## config.mk

```make
export PLATFORM = sky130hd
export DESIGN_NAME = tree_route_station
export DESIGN_NICKNAME = d
export VERILOG_FILES = /design/src/rtl/tree_route_pkg.sv /design/src/rtl/trs_fifo.sv /design/src/rtl/trs_route_lookup.sv /design/src/rtl/trs_rr_arb.sv /design/src/rtl/tree_route_station.sv
export SDC_FILE = /design/constraint.sdc
export NUM_CORES = 1
export LEC_CHECK = 0
export ABC_AREA = 1
export BUFFER_PORTS_ARGS = -buffer_cell sky130_fd_sc_hd__buf_2
export CORE_AREA = 2 2 386 197
export DETAILED_ROUTE_END_ITERATION = 8
export DIE_AREA = 0 0 388 199
export GPL_TIMING_DRIVEN = 1
export PLACE_DENSITY = 0.56
export RECOVER_POWER = 50
export SLEW_MARGIN = 20
export SYNTH_ARGS = -nofsm -noshare
export SYNTH_HDL_FRONTEND = slang
export SYNTH_HIERARCHICAL = 1
export SYNTH_SLANG_ARGS = --single-unit
export TNS_END_PERCENT = 10
```

## constraint.sdc

```tcl
create_clock -name clk -period 10.9 [get_ports clk]
set_input_delay 2.18 -clock clk [delete_from_list [all_inputs] [get_ports clk]]
set_output_delay 2.18 -clock clk [all_outputs]
set_load 0.03 [all_outputs]
```

## src/rtl/tree_route_pkg.sv

```systemverilog
// Shared helpers for the tree routing station.
// Assumes: port roles follow the numbering parent, children, then locals.
package tree_route_pkg;

    typedef enum logic [1:0] {
        ROLE_PARENT = 2'd0,
        ROLE_CHILD  = 2'd1,
        ROLE_LOCAL  = 2'd2
    } port_role_e;

    // Role of an input or output index given the child count.
    function automatic port_role_e role_of(input int idx, input int n_child);
        if (idx == 0)           return ROLE_PARENT;
        else if (idx <= n_child) return ROLE_CHILD;
        else                    return ROLE_LOCAL;
    endfunction

    // Modular successor used by the round-robin pointers.
    function automatic int wrap_next(input int v, input int n);
        return (v + 1 >= n) ? 0 : v + 1;
    endfunction

endpackage

```

## src/rtl/trs_fifo.sv

```systemverilog
// Per-input message buffer: circular store with a combinational head.
// Assumes: pop is only asserted while head_valid is high; no push when full.
module trs_fifo #(
    parameter int W     = 11,
    parameter int DEPTH = 4
) (
    input  logic         clk,
    input  logic         rst_n,
    input  logic         push_valid,
    output logic         push_ready,
    input  logic [W-1:0] push_data,
    output logic         head_valid,
    input  logic         pop,
    output logic [W-1:0] head_data
);
    localparam int AW = (DEPTH > 1) ? $clog2(DEPTH) : 1;
    localparam int CW = $clog2(DEPTH + 1);
    localparam logic [AW-1:0] LAST = AW'(DEPTH - 1);
    localparam logic [CW-1:0] FULL = CW'(DEPTH);

    logic [W-1:0]  mem [DEPTH];
    logic [AW-1:0] rd_ptr, wr_ptr;
    logic [CW-1:0] count;
    logic          do_push, do_pop;

    assign push_ready = (count != FULL);
    assign head_valid = (count != '0);
    assign head_data  = mem[rd_ptr];
    assign do_push    = push_valid && push_ready;
    assign do_pop     = pop && head_valid;

    // Storage write, no reset needed for data.
    always_ff @(posedge clk) begin
        if (do_push) mem[wr_ptr] <= push_data;
    end

    // Pointer and occupancy bookkeeping.
    always_ff @(posedge clk) begin
        if (!rst_n) begin
            rd_ptr <= '0;
            wr_ptr <= '0;
            count  <= '0;
        end else begin
            if (do_push) wr_ptr <= (wr_ptr == LAST) ? '0 : wr_ptr + 1'b1;
            if (do_pop)  rd_ptr <= (rd_ptr == LAST) ? '0 : rd_ptr + 1'b1;
            case ({do_push, do_pop})
                2'b10:   count <= count + 1'b1;
                2'b01:   count <= count - 1'b1;
                default: count <= count;
            endcase
        end
    end
endmodule

```

## src/rtl/trs_route_lookup.sv

```systemverilog
// Static routing lookup for one input port. The channel-to-destination
// table is computed at elaboration from receiver placement parameters,
// using the least-common-ancestor rule.
// Assumes: unicast channels mark at most one receiver location.
module trs_route_lookup
    import tree_route_pkg::*;
#(
    parameter int SRC       = 0,
    parameter int NUM_CHILD = 2,
    parameter int NUM_LRECV = 2,
    parameter int NUM_CH    = 8,
    parameter int CH_W      = 3,
    parameter int NO        = 5,
    parameter logic [NUM_CH*NUM_LRECV-1:0] CH_LOCAL_RX = '0,
    parameter logic [NUM_CH*NUM_CHILD-1:0] CH_CHILD_RX = '0,
    parameter logic [NUM_CH-1:0]           CH_BCAST    = '0
) (
    input  logic [CH_W-1:0] chan,
    output logic [NO-1:0]   mask
);
    // Builds the full per-channel destination table for this source.
    function automatic logic [NUM_CH*NO-1:0] build_table();
        logic [NUM_CH*NO-1:0] tbl;
        logic [NO-1:0]        m;
        logic                 down;
        port_role_e           src_role;
        tbl      = '0;
        src_role = role_of(SRC, NUM_CHILD);
        for (int c = 0; c < NUM_CH; c++) begin
            m    = '0;
            down = 1'b0;
            for (int k = 0; k < NUM_CHILD; k++) begin
                if (CH_CHILD_RX[c*NUM_CHILD+k] &&
                    !(src_role == ROLE_CHILD && SRC - 1 == k)) begin
                    m[1+k] = 1'b1;
                    down   = 1'b1;
                end
            end
            for (int r = 0; r < NUM_LRECV; r++) begin
                if (CH_LOCAL_RX[c*NUM_LRECV+r]) begin
                    m[1+NUM_CHILD+r] = 1'b1;
                    down             = 1'b1;
                end
            end
            if (src_role != ROLE_PARENT && (CH_BCAST[c] || !down)) m[0] = 1'b1;
            tbl[c*NO +: NO] = m;
        end
        return tbl;
    endfunction

    localparam logic [NUM_CH*NO-1:0] TBL = build_table();

    // Table read for the channel at the head of this input.
    assign mask = TBL[int'(chan)*NO +: NO];
endmodule

```

## src/rtl/trs_rr_arb.sv

```systemverilog
// Round-robin arbiter for one output. A grant is locked while the output
// is valid and not accepted, so the offered message stays stable.
// Assumes: a requester keeps its request until served.
module trs_rr_arb
    import tree_route_pkg::*;
#(
    parameter int N = 5
) (
    input  logic                          clk,
    input  logic                          rst_n,
    input  logic [N-1:0]                  req,
    input  logic                          ready,
    output logic [N-1:0]                  gnt,
    output logic [(N>1?$clog2(N):1)-1:0]  gnt_idx,
    output logic                          any
);
    localparam int IW = (N > 1) ? $clog2(N) : 1;

    logic [IW-1:0] ptr, lock_idx, pick_idx;
    logic          lock_v, found;

    // Search for the first request at or after the pointer.
    always_comb begin
        found    = 1'b0;
        pick_idx = '0;
        for (int k = 0; k < N; k++) begin
            int idx;
            idx = int'(ptr) + k;
            if (idx >= N) idx = idx - N;
            if (!found && req[idx]) begin
                found    = 1'b1;
                pick_idx = IW'(idx);
            end
        end
    end

    // Locked grant wins over a fresh pick.
    always_comb begin
        gnt_idx = lock_v ? lock_idx : pick_idx;
        any     = lock_v || found;
        gnt     = '0;
        if (any) gnt[gnt_idx] = 1'b1;
    end

    // Pointer advance on acceptance and grant lock under backpressure.
    always_ff @(posedge clk) begin
        if (!rst_n) begin
            ptr      <= '0;
            lock_v   <= 1'b0;
            lock_idx <= '0;
        end else begin
            lock_v   <= any && !ready;
            lock_idx <= gnt_idx;
            if (any && ready) ptr <= IW'(wrap_next(int'(gnt_idx), N));
        end
    end
endmodule

```

## src/rtl/tree_route_station.sv

```systemverilog
// Routing station of a shared tree interconnect. Inputs: parent link,
// child links, local senders. Outputs: parent link, child links, local
// receivers. Each input is buffered, looks up a static destination mask
// and is released once all destinations accepted; each output arbitrates
// round-robin among inputs that target it.
// Assumes: routing parameters describe a consistent tree.
module tree_route_station #(
    parameter int NUM_CHILD  = 2,
    parameter int NUM_LSEND  = 2,
    parameter int NUM_LRECV  = 2,
    parameter int NUM_CH     = 8,
    parameter int PAY_W      = 8,
    parameter int FIFO_DEPTH = 4,
    parameter logic [NUM_CH*NUM_LRECV-1:0] CH_LOCAL_RX = 16'h8490,
    parameter logic [NUM_CH*NUM_CHILD-1:0] CH_CHILD_RX = 16'hC809,
    parameter logic [NUM_CH-1:0]           CH_BCAST    = 8'hE0,
    localparam int NI   = 1 + NUM_CHILD + NUM_LSEND,
    localparam int NO   = 1 + NUM_CHILD + NUM_LRECV,
    localparam int CH_W = (NUM_CH > 1) ? $clog2(NUM_CH) : 1
) (
    input  logic                  clk,
    input  logic                  rst_n,
    input  logic [NI-1:0]         in_valid,
    output logic [NI-1:0]         in_ready,
    input  logic [NI*CH_W-1:0]    in_chan,
    input  logic [NI*PAY_W-1:0]   in_data,
    output logic [NO-1:0]         out_valid,
    input  logic [NO-1:0]         out_ready,
    output logic [NO*CH_W-1:0]    out_chan,
    output logic [NO*PAY_W-1:0]   out_data
);
    localparam int MW = CH_W + PAY_W;
    localparam int IW = (NI > 1) ? $clog2(NI) : 1;

    logic [NI-1:0]    h_v;
    logic [CH_W-1:0]  h_chan [NI];
    logic [PAY_W-1:0] h_pay  [NI];
    logic [NO-1:0]    mask   [NI];
    logic [NO-1:0]    done   [NI];
    logic [NO-1:0]    pend   [NI];
    logic [NO-1:0]    acc    [NI];
    logic [NI-1:0]    pop;
    logic [NI-1:0]    req_o  [NO];
    logic [NI-1:0]    gnt_o  [NO];
    logic [IW-1:0]    gidx   [NO];

    // Input side: buffer, route lookup and delivery tracking per input.
    for (genvar i = 0; i < NI; i++) begin : g_in
        logic [MW-1:0] head;

        trs_fifo #(.W(MW), .DEPTH(FIFO_DEPTH)) u_fifo (
            .clk        (clk),
            .rst_n      (rst_n),
            .push_valid (in_valid[i]),
            .push_ready (in_ready[i]),
            .push_data  ({in_chan[i*CH_W +: CH_W], in_data[i*PAY_W +: PAY_W]}),
            .head_valid (h_v[i]),
            .pop        (pop[i]),
            .head_data  (head)
        );

        assign h_chan[i] = head[MW-1 -: CH_W];
        assign h_pay[i]  = head[PAY_W-1:0];

        trs_route_lookup #(
            .SRC(i), .NUM_CHILD(NUM_CHILD), .NUM_LRECV(NUM_LRECV),
            .NUM_CH(NUM_CH), .CH_W(CH_W), .NO(NO),
            .CH_LOCAL_RX(CH_LOCAL_RX), .CH_CHILD_RX(CH_CHILD_RX),
            .CH_BCAST(CH_BCAST)
        ) u_lookup (
            .chan (h_chan[i]),
            .mask (mask[i])
        );

        // Remember which destinations already took the head message.
        always_ff @(posedge clk) begin
            if (!rst_n)      done[i] <= '0;
            else if (pop[i]) done[i] <= '0;
            else             done[i] <= done[i] | acc[i];
        end
    end

    // Outstanding destinations and per-output request vectors.
    always_comb begin
        for (int i = 0; i < NI; i++) pend[i] = h_v[i] ? (mask[i] & ~done[i]) : '0;
        for (int o = 0; o < NO; o++)
            for (int i = 0; i < NI; i++) req_o[o][i] = pend[i][o];
    end

    // Acceptances this cycle and release of fully delivered heads.
    always_comb begin
        for (int i = 0; i < NI; i++) begin
            for (int o = 0; o < NO; o++) acc[i][o] = gnt_o[o][i] && out_ready[o];
            pop[i] = h_v[i] && ((pend[i] & ~acc[i]) == '0);
        end
    end

    // Output side: arbiter and data steering per output.
    for (genvar o = 0; o < NO; o++) begin : g_out
        trs_rr_arb #(.N(NI)) u_arb (
            .clk     (clk),
            .rst_n   (rst_n),
            .req     (req_o[o]),
            .ready   (out_ready[o]),
            .gnt     (gnt_o[o]),
            .gnt_idx (gidx[o]),
            .any     (out_valid[o])
        );
        assign out_chan[o*CH_W +: CH_W]   = h_chan[gidx[o]];
        assign out_data[o*PAY_W +: PAY_W] = h_pay[gidx[o]];
    end
endmodule

```

==> results of run 1 <==
-- final cells by class --
cell class | count | area [um^2] | share of cell area, %
diodes | 1 | 2.50 | 0.0103
flip-flops and latches | 325 | 8960 | 36.8
well taps | 985 | 1230 | 5.06
clock buffers | 36 | 731 | 3.00
clock inverters | 16 | 153 | 0.627
multi-input cells | 2132 | 11200 | 46.1
inverters | 362 | 1370 | 5.62
repair buffers | 149 | 693 | 2.85
-- through the flow --
stage                     hold slack [ps]  util (%)
after floorplan                       483         -
after global placement                517      31.9
after detailed placement              520      31.9
after CTS                             493      33.1
after global routing                  550      32.9
final                                 500      32.9
-- cell families after synthesis --
family | Yosys count | synth area share, %
AO/OA/AOI/OAI | 403 | 10.1
flip-flops | 325 | 40.7
XOR/XNOR | 13 | 0.791
adder cells (fa/ha/maj) | 96 | 5.80
other | 4 | 0.0683
AND/OR/NAND/NOR | 1592 | 34.1
buffers and inverters | 446 | 8.44
-- registers in the layout, indices dropped and copies added (netlist names), named ones only --
name                  cells
g_in.u_fifo/rd_ptr       10
g_in.u_fifo/mem         220
g_out.u_arb/lock_idx     15
g_in.u_fifo/count        15
g_out.u_arb/ptr          15
done                     25
g_out.u_arb/lock_v        5
g_in.u_fifo/wr_ptr       10
-- routing by layer --
layer	vias to the layer above	share of wire, %
met5	-	0.018
met4	2	1.8
met3	68	11
met2	869	35
met1	8990	51
li1	9727	-
-- worst reg2reg max path, delay by kind of cell, from the launching register on --
kind	cells	cell delay [ps]
and+or+nand+nor	27	3680
buffers and inverters	8	1400
DFF	1	580
adders and majority gates	2	540
AOI/OAI and AO/OA	1	310
-- synth_stat cells (40+ instances only) --
master / n
o21ai_1: 125
a21oi_1: 78
nor2_1: 314
o22ai_1: 58
nor2_2: 41
nand2_1: 688
edfxtp_1: 245
nand3_1: 340
dfxtp_1: 80
o21ai_0: 107
ha_1: 86
inv_2: 40
inv_1: 318
nand2_2: 75
-- worst max-delay path by stage --
stage,startpoint,end,slack (ps),cells past startpoint
2_1_floorplan,flip-flop,out_chan[10],5150,26
3_3_place_gp,flip-flop,out_chan[7],3170,24
3_5_place_dp,flip-flop,out_data[18],2970,24
4_1_cts,flip-flop,out_data[18],2320,24
5_1_grt,flip-flop,out_data[18],1730,24
6_report,flip-flop,out_data[18],2340,24
==> flow_metrics.env, run 1 <==
export IMPL_ff2ff_path_depth=38
export IMPL_cp_num_buf_inv=6
export IMPL_synthFlopType="edfxtp_1"
export IMPL_avgViaCountPerCell=4.91
export IMPL_crit_type="flip-flop to primary output"
export IMPL_synth_top_cell_by_area="edfxtp_1"
export IMPL_grt_use_total_pct=17.8
export IMPL_timing_fmax_ghz=0.117
export IMPL_finalSetupViolations=0
export IMPL_post_cts_buffers=0
export IMPL_min_path_cells=2
export IMPL_synth_top_area_share_pct=33.5
export IMPL_cts_tree="built"
export IMPL_crit_family="compound AO/OA/AOI/OAI gates"
export IMPL_insertion_delay_ps=610
export IMPL_top_usage_layer="met1"
export IMPL_routed_via_count=19700
export IMPL_crit_required_ps=8720
export IMPL_numPortBuffers=131
export IMPL_num_rows=71
export IMPL_yosys_warnings=6
export IMPL_numCtsBuffers=28
export IMPL_cts_buffer_depth=3
export IMPL_maxCapViolCount=1
export IMPL_dpl_cell_area_mm2=0.0236
export IMPL_drcViolationCount=0
export IMPL_htree_levels=1
export IMPL_hold_class="flip-flop to flip-flop"
export IMPL_cts_root_buf="clkbuf_16"
export IMPL_grt_max_degree=50
export IMPL_cts_sink_count=325
export IMPL_syn_inst=2879
export IMPL_ant_nets=0
export IMPL_totalWireLength_um=71000
export IMPL_path_cells="inv_2 > o21ai_0 > o22ai_1 > inv_1 > a21oi_1 > nand2_1 > nor2_2 > inv_1 > nand2_1 > nand3_1 > nand2_1 > nand2_1 > o21ai_1 > inv_1 > nand3_4 > nor2_4 > nand2_1 > nand3_1 > nand2_2 > nand2_4 > inv_1 > nand3_1 > o21ai_0 > buf_2"
export IMPL_violations="max-capacitance violations, max-slew violations"
export IMPL_tns_ps=0
export IMPL_drt_iter0_drc=2587
export IMPL_r2r_setup_slack_ps=4340
export IMPL_layout_commonest_cell="nand2_1"
export IMPL_initial_core_util_pct=29.7
export IMPL_nFillCells=7850
export IMPL_cts_hold_buf=0
export IMPL_syn_cell_area_mm2=0.0220
export IMPL_synth_seq_area_share_pct=40.7
export IMPL_final_cell_mix="nand2_1 (692), nand3_1 (340), inv_1 (318), nor2_1 (309), edfxtp_1 (245)"
export IMPL_path_common_cell="nand2_1"
export IMPL_place_inst=3953
export IMPL_final_area_mm2=0.0244
export IMPL_grt_overflow=0
export IMPL_clk_pin_slew_worst_paths_ps=90
export IMPL_finalHoldViolCount=0
export IMPL_cts_resized=0
export IMPL_cp_start_kind="flip-flop"
export IMPL_relSlewSlack_pct=-115
export IMPL_drive_above_1_share_pct=12.9
export IMPL_core_area_mm2=0.0741
export IMPL_status="complete, but fails checks"
export IMPL_grt_antenna_before_repair=5
export IMPL_post_place_ws_ps=2970
export IMPL_worst_slack_ps=2340
export IMPL_yosysUniqueCellTypes=46
export IMPL_max_stage_delay_ps=820
export IMPL_arrival_ps=6380
export IMPL_finClkSkew_ps=38.8
export IMPL_num_io_pins=132
export IMPL_crit_fanout=27
export IMPL_syn_area_per_cell_um2=7.64
export IMPL_place_congestion=0.944
export IMPL_drv_slew=50
export IMPL_grt_pass1_wl_um=105000
export IMPL_dr_pass1_iters=6
export IMPL_met2_usage_pct=21.8
export IMPL_first_global_vias=16700
export IMPL_die_h_um=199
export IMPL_ys_top_cells_by_area="edfxtp_1 (33%), nand2_1 (12%), nand3_1 (7.7%)"
export IMPL_r2r_end="g_in[3].u_fifo/count[2]"
export IMPL_layout_cells_non_filler=4006
export IMPL_synth_seq_cells=325
export IMPL_synth_enable_flop_cells=245
export IMPL_tightest_slew_ps=3230
export IMPL_period_share_pct=78.6
export IMPL_use_met1_pct=29.5
export IMPL_dp_final_hpwl_um=55000
export IMPL_die_x_um=388
export IMPL_syn2layout_area_growth_pct=10.8
export IMPL_synth_async_sr_flop_share_pct=0
export IMPL_period_needed_ps=8560
export IMPL_design_die_area_mm2=0.0772
export IMPL_min_from="g_in[3].u_fifo/rd_ptr[1]"
export IMPL_wl_per_cell_um=17.7
export IMPL_rsz0062_at_grt="no"
export IMPL_critPathSlowestCell="o22ai_1"
export IMPL_final_nets=3161
export IMPL_cp_end_kind="primary output"
export IMPL_globalRouteMet3Util_pct=4.87
Power of run 1 is not shown: default switching activity piles up to over one toggle a cycle in this logic, so the estimate is an artifact.
==> run 2, diff against run 1 <==
--- a/config.mk
+++ b/config.mk
@@ -5,13 +5,13 @@
 export SDC_FILE = /design/constraint.sdc
 export NUM_CORES = 1
 export LEC_CHECK = 0
-export ABC_AREA = 1
+export ABC_AREA = 0
 export BUFFER_PORTS_ARGS = -buffer_cell sky130_fd_sc_hd__buf_2
-export CORE_AREA = 2 2 386 197
+export CORE_AREA = 2 2 392 200
 export DETAILED_ROUTE_END_ITERATION = 8
-export DIE_AREA = 0 0 388 199
+export DIE_AREA = 0 0 394 202
 export GPL_TIMING_DRIVEN = 1
-export PLACE_DENSITY = 0.56
+export PLACE_DENSITY = 0.57
 export RECOVER_POWER = 50
 export SLEW_MARGIN = 20
 export SYNTH_ARGS = -nofsm -noshare
==> constraint.sdc (replaced) <==
create_clock -name clk -period 7.3 [get_ports clk]
set_input_delay 1.46 -clock clk [delete_from_list [all_inputs] [get_ports clk]]
set_output_delay 1.46 -clock clk [all_outputs]
set_load 0.03 [all_outputs]
==> run 2 against run 1 <==
  * The flow still finishes with violations (max-capacitance violations, max-slew violations)
  * Hold slack better by 5.2 ps
  * Clock skew down 17 ps
  * Non-clock buffer count up 96
  * Sequential share of layout area down 2.1 points
  * Synthesized cell count down 25%
  * Synthesized area up 3.0%
  * Largest cell class unchanged
==> flow_metrics.env, run 2 <==
export IMPL_post_synth_top_count_cell="edfxtp_1"
export IMPL_synth_xor_area_share_pct=1.48
export IMPL_synth_simple_gate_area_share_pct=16.0
export IMPL_numCtsBuffers=29
export IMPL_numPortBuffers=131
export IMPL_initial_core_util_pct=29.7
export IMPL_synthFlopType="edfxtp_1"
export IMPL_drt_iter0_drc=1990
export IMPL_ff2ff_path_depth=26
export IMPL_maxCapViolCount=1
export IMPL_grt_pass1_wl_um=112000
export IMPL_htree_levels=1
export IMPL_synth_seq_cells=325
export IMPL_reg_top3="g_in.u_fifo/mem: 220 flops, done: 25 flops"
export IMPL_crit_type="flip-flop to primary output"
export IMPL_synth_enable_flop_cells=245
export IMPL_core_area_mm2=0.0763
export IMPL_finalSetupViolations=0
export IMPL_yosys_warnings=6
export IMPL_design_die_area_mm2=0.0796
export IMPL_avgViaCountPerCell=5.56
export IMPL_synth_top_family_by_area="compound AO/OA/AOI/OAI gates"
export IMPL_final_nets=2489
export IMPL_cts_hold_buf=0
export IMPL_first_global_vias=17600
export IMPL_place_inst=3313
export IMPL_synthAdderAreaFrac_pct=5.63
export IMPL_cp_end_kind="primary output"
export IMPL_crit_fanout=13
export IMPL_die_x_um=394
export IMPL_synthMuxAreaShare_pct=13.2
export IMPL_wl_per_cell_um=22.2
export IMPL_synth_top_area_share_pct=32.5
export IMPL_synth_async_sr_flop_share_pct=0
export IMPL_r2r_end="g_in[1].u_fifo/count[2]"
export IMPL_dr_pass1_iters=5
export IMPL_final_cell_mix="edfxtp_1 (245), nand2_1 (166), mux2i_1 (162), buf_4 (114), inv_1 (111)"
export IMPL_synth_compound_area_share_pct=19.0
export IMPL_period_needed_ps=7130
export IMPL_synthTopCellsByCount="edfxtp_1 (245), nand2_1 (166), mux2i_1 (162)"
export IMPL_tns_ps=0
export IMPL_relSlewSlack_pct=-34.9
export IMPL_grt_antenna_before_repair=5
export IMPL_timing_fmax_ghz=0.140
export IMPL_place_congestion=1.02
export IMPL_cts_sink_count=325
export IMPL_cp_start_kind="flip-flop"
export IMPL_finClkSkew_ps=22.1
export IMPL_tightest_slew_ps=2020
export IMPL_synth_top_cell_by_area="edfxtp_1"
export IMPL_violations="max-capacitance violations, max-slew violations"
export IMPL_ant_nets=0
export IMPL_cts_buffer_depth=3
export IMPL_largest_reg_flops=220
export IMPL_drv_slew=43
export IMPL_syn_cell_area_mm2=0.0227
export IMPL_finalHoldViolCount=0
export IMPL_min_to="g_in[0].u_fifo/wr_ptr[1]"
export IMPL_status="complete, but fails checks"
export IMPL_grt_use_total_pct=18.2
export IMPL_syn_area_per_cell_um2=10.6
export IMPL_min_path_cells=2
export IMPL_num_io_pins=132
export IMPL_ys_top_cells_by_area="edfxtp_1 (32%), mux2i_1 (7.2%), dfxtp_1 (7.1%)"
export IMPL_yosysUniqueCellTypes=99
export IMPL_drive_above_1_share_pct=19.5
export IMPL_arrival_ps=5670
export IMPL_grt_overflow=0
export IMPL_grt_max_degree=56
export IMPL_insertion_delay_ps=610
export IMPL_crit_required_ps=5840
export IMPL_dp_final_hpwl_um=58700
export IMPL_cts_root_buf="clkbuf_16"
export IMPL_syn_inst=2146
export IMPL_num_rows=72
export IMPL_hold_class="flip-flop to flip-flop"
export IMPL_die_h_um=202
export IMPL_routed_via_count=18800
export IMPL_syn2layout_area_growth_pct=14.2
export IMPL_r2r_setup_slack_ps=530
export IMPL_clk_pin_slew_worst_paths_ps=70
export IMPL_rsz0062_at_grt="no"
export IMPL_synth_seq_area_share_pct=39.5
export IMPL_regMostFlops="g_in.u_fifo/mem"
export IMPL_period_share_pct=97.7
export IMPL_totalWireLength_um=75100
export IMPL_min_from="g_in[0].u_fifo/wr_ptr[1]"
export IMPL_utilization_pct=33.9
export IMPL_layout_cells_non_filler=3388
export IMPL_drcViolationCount=0
export IMPL_layout_commonest_cell="edfxtp_1"
export IMPL_cts_tree="built"
-- run 2: cell types whose count changed after synthesis, moves of 41 or more --
cell | before | now
a2bb2oi_1 | 0 | 54
inv_1 | 318 | 113
mux2i_1 | 0 | 162
mux4_2 | 0 | 57
nand2_1 | 688 | 166
nand2_2 | 75 | 3
nand2b_1 | 0 | 65
nand3_1 | 340 | 23
nor2_1 | 314 | 79
nor2_2 | 41 | 0
nor3_1 | 7 | 49
o21ai_1 | 125 | 12
-- run 2: worst max-delay path by stage --
stage / endpoint / cells past startpoint / slack (ps) / startpoint
detailed placement: g_in[3].u_fifo/count[2] / 23 / 380 / flip-flop
CTS: out_chan[4] / 17 / 3 / flip-flop
global placement: g_in[3].u_fifo/count[2] / 23 / 540 / flip-flop
finish: out_data[8] / 18 / 170 / flip-flop
floorplan: out_chan[5] / 20 / 900 / flip-flop
global route: out_data[14] / 18 / 2 / flip-flop
-- run 2: worst max-delay path, cell delays in order (launching register included) --
cell and delay [ps]:
dfxtp_2 380, mux4_2 600, and2_4 210, a21o_1 160, nor2b_1 150, and2_2 290
mux2_2 310, o211ai_2 150, a211oi_1 140, or2_1 330, or4b_1 600, o311ai_1 290
o311a_2 290, inv_2 140, nor2b_2 230, buf_4 230, a2bb2oi_1 90, o22ai_1 230
buf_2 250
-- run 2: timing repair --
action                                  CTS  global route
gates cloned                              0             1
pin swaps                                 0             1
resized for setup                        13            27
endpoints found under the setup margin   47            59
buffers inserted                          4            13
-- run 2: area by class of cell --
| class | instances | area, um^2 |
|---|---|---|
| timing repair buffer | 245 | 1440 |
| tap | 1036 | 1300 |
| sequential | 325 | 8970 |
| antenna | 3 | 7.51 |
| inverter | 123 | 472 |
| multi-input combinational | 1602 | 12800 |
| clock inverter | 15 | 129 |
| clock buffer | 39 | 805 |
| fill | 7665 | 50400 |
-- run 2: metrics by stage --
stage	setup slack [ps]	hold slack (ps)	instance area (um^2)
2_1_floorplan	904	468	22700
3_3_place_gp	545	478	24700
3_5_place_dp	377	502	24700
4_1_cts	3.30	511	25700
5_1_grt	2.36	540	25900
6_report	169	505	25900
-- run 2: logic make-up (layout without fill, tap and decap cells) --
group,Yosys count,in the layout
simple gates,646,646
buf+inv,244,422
mux,227,228
other cells,4,31
xor+xnor,34,34
flops,325,325
fa+ha+maj,96,96
compound gates,570,570
-- run 2: layer usage --
| metal | track usage (%) | vias up | wire [um] |
|---|---|---|---|
| met5 | 0 | - | 13 |
| met1 | 28.7 | 9306 | 37400 |
| met3 | 4.53 | 100 | 7010 |
| met2 | 24.0 | 866 | 28900 |
| li1 | - | 8554 | - |
| met4 | 4.53 | 2 | 1780 |
Power of run 2 is left out for the same reason.
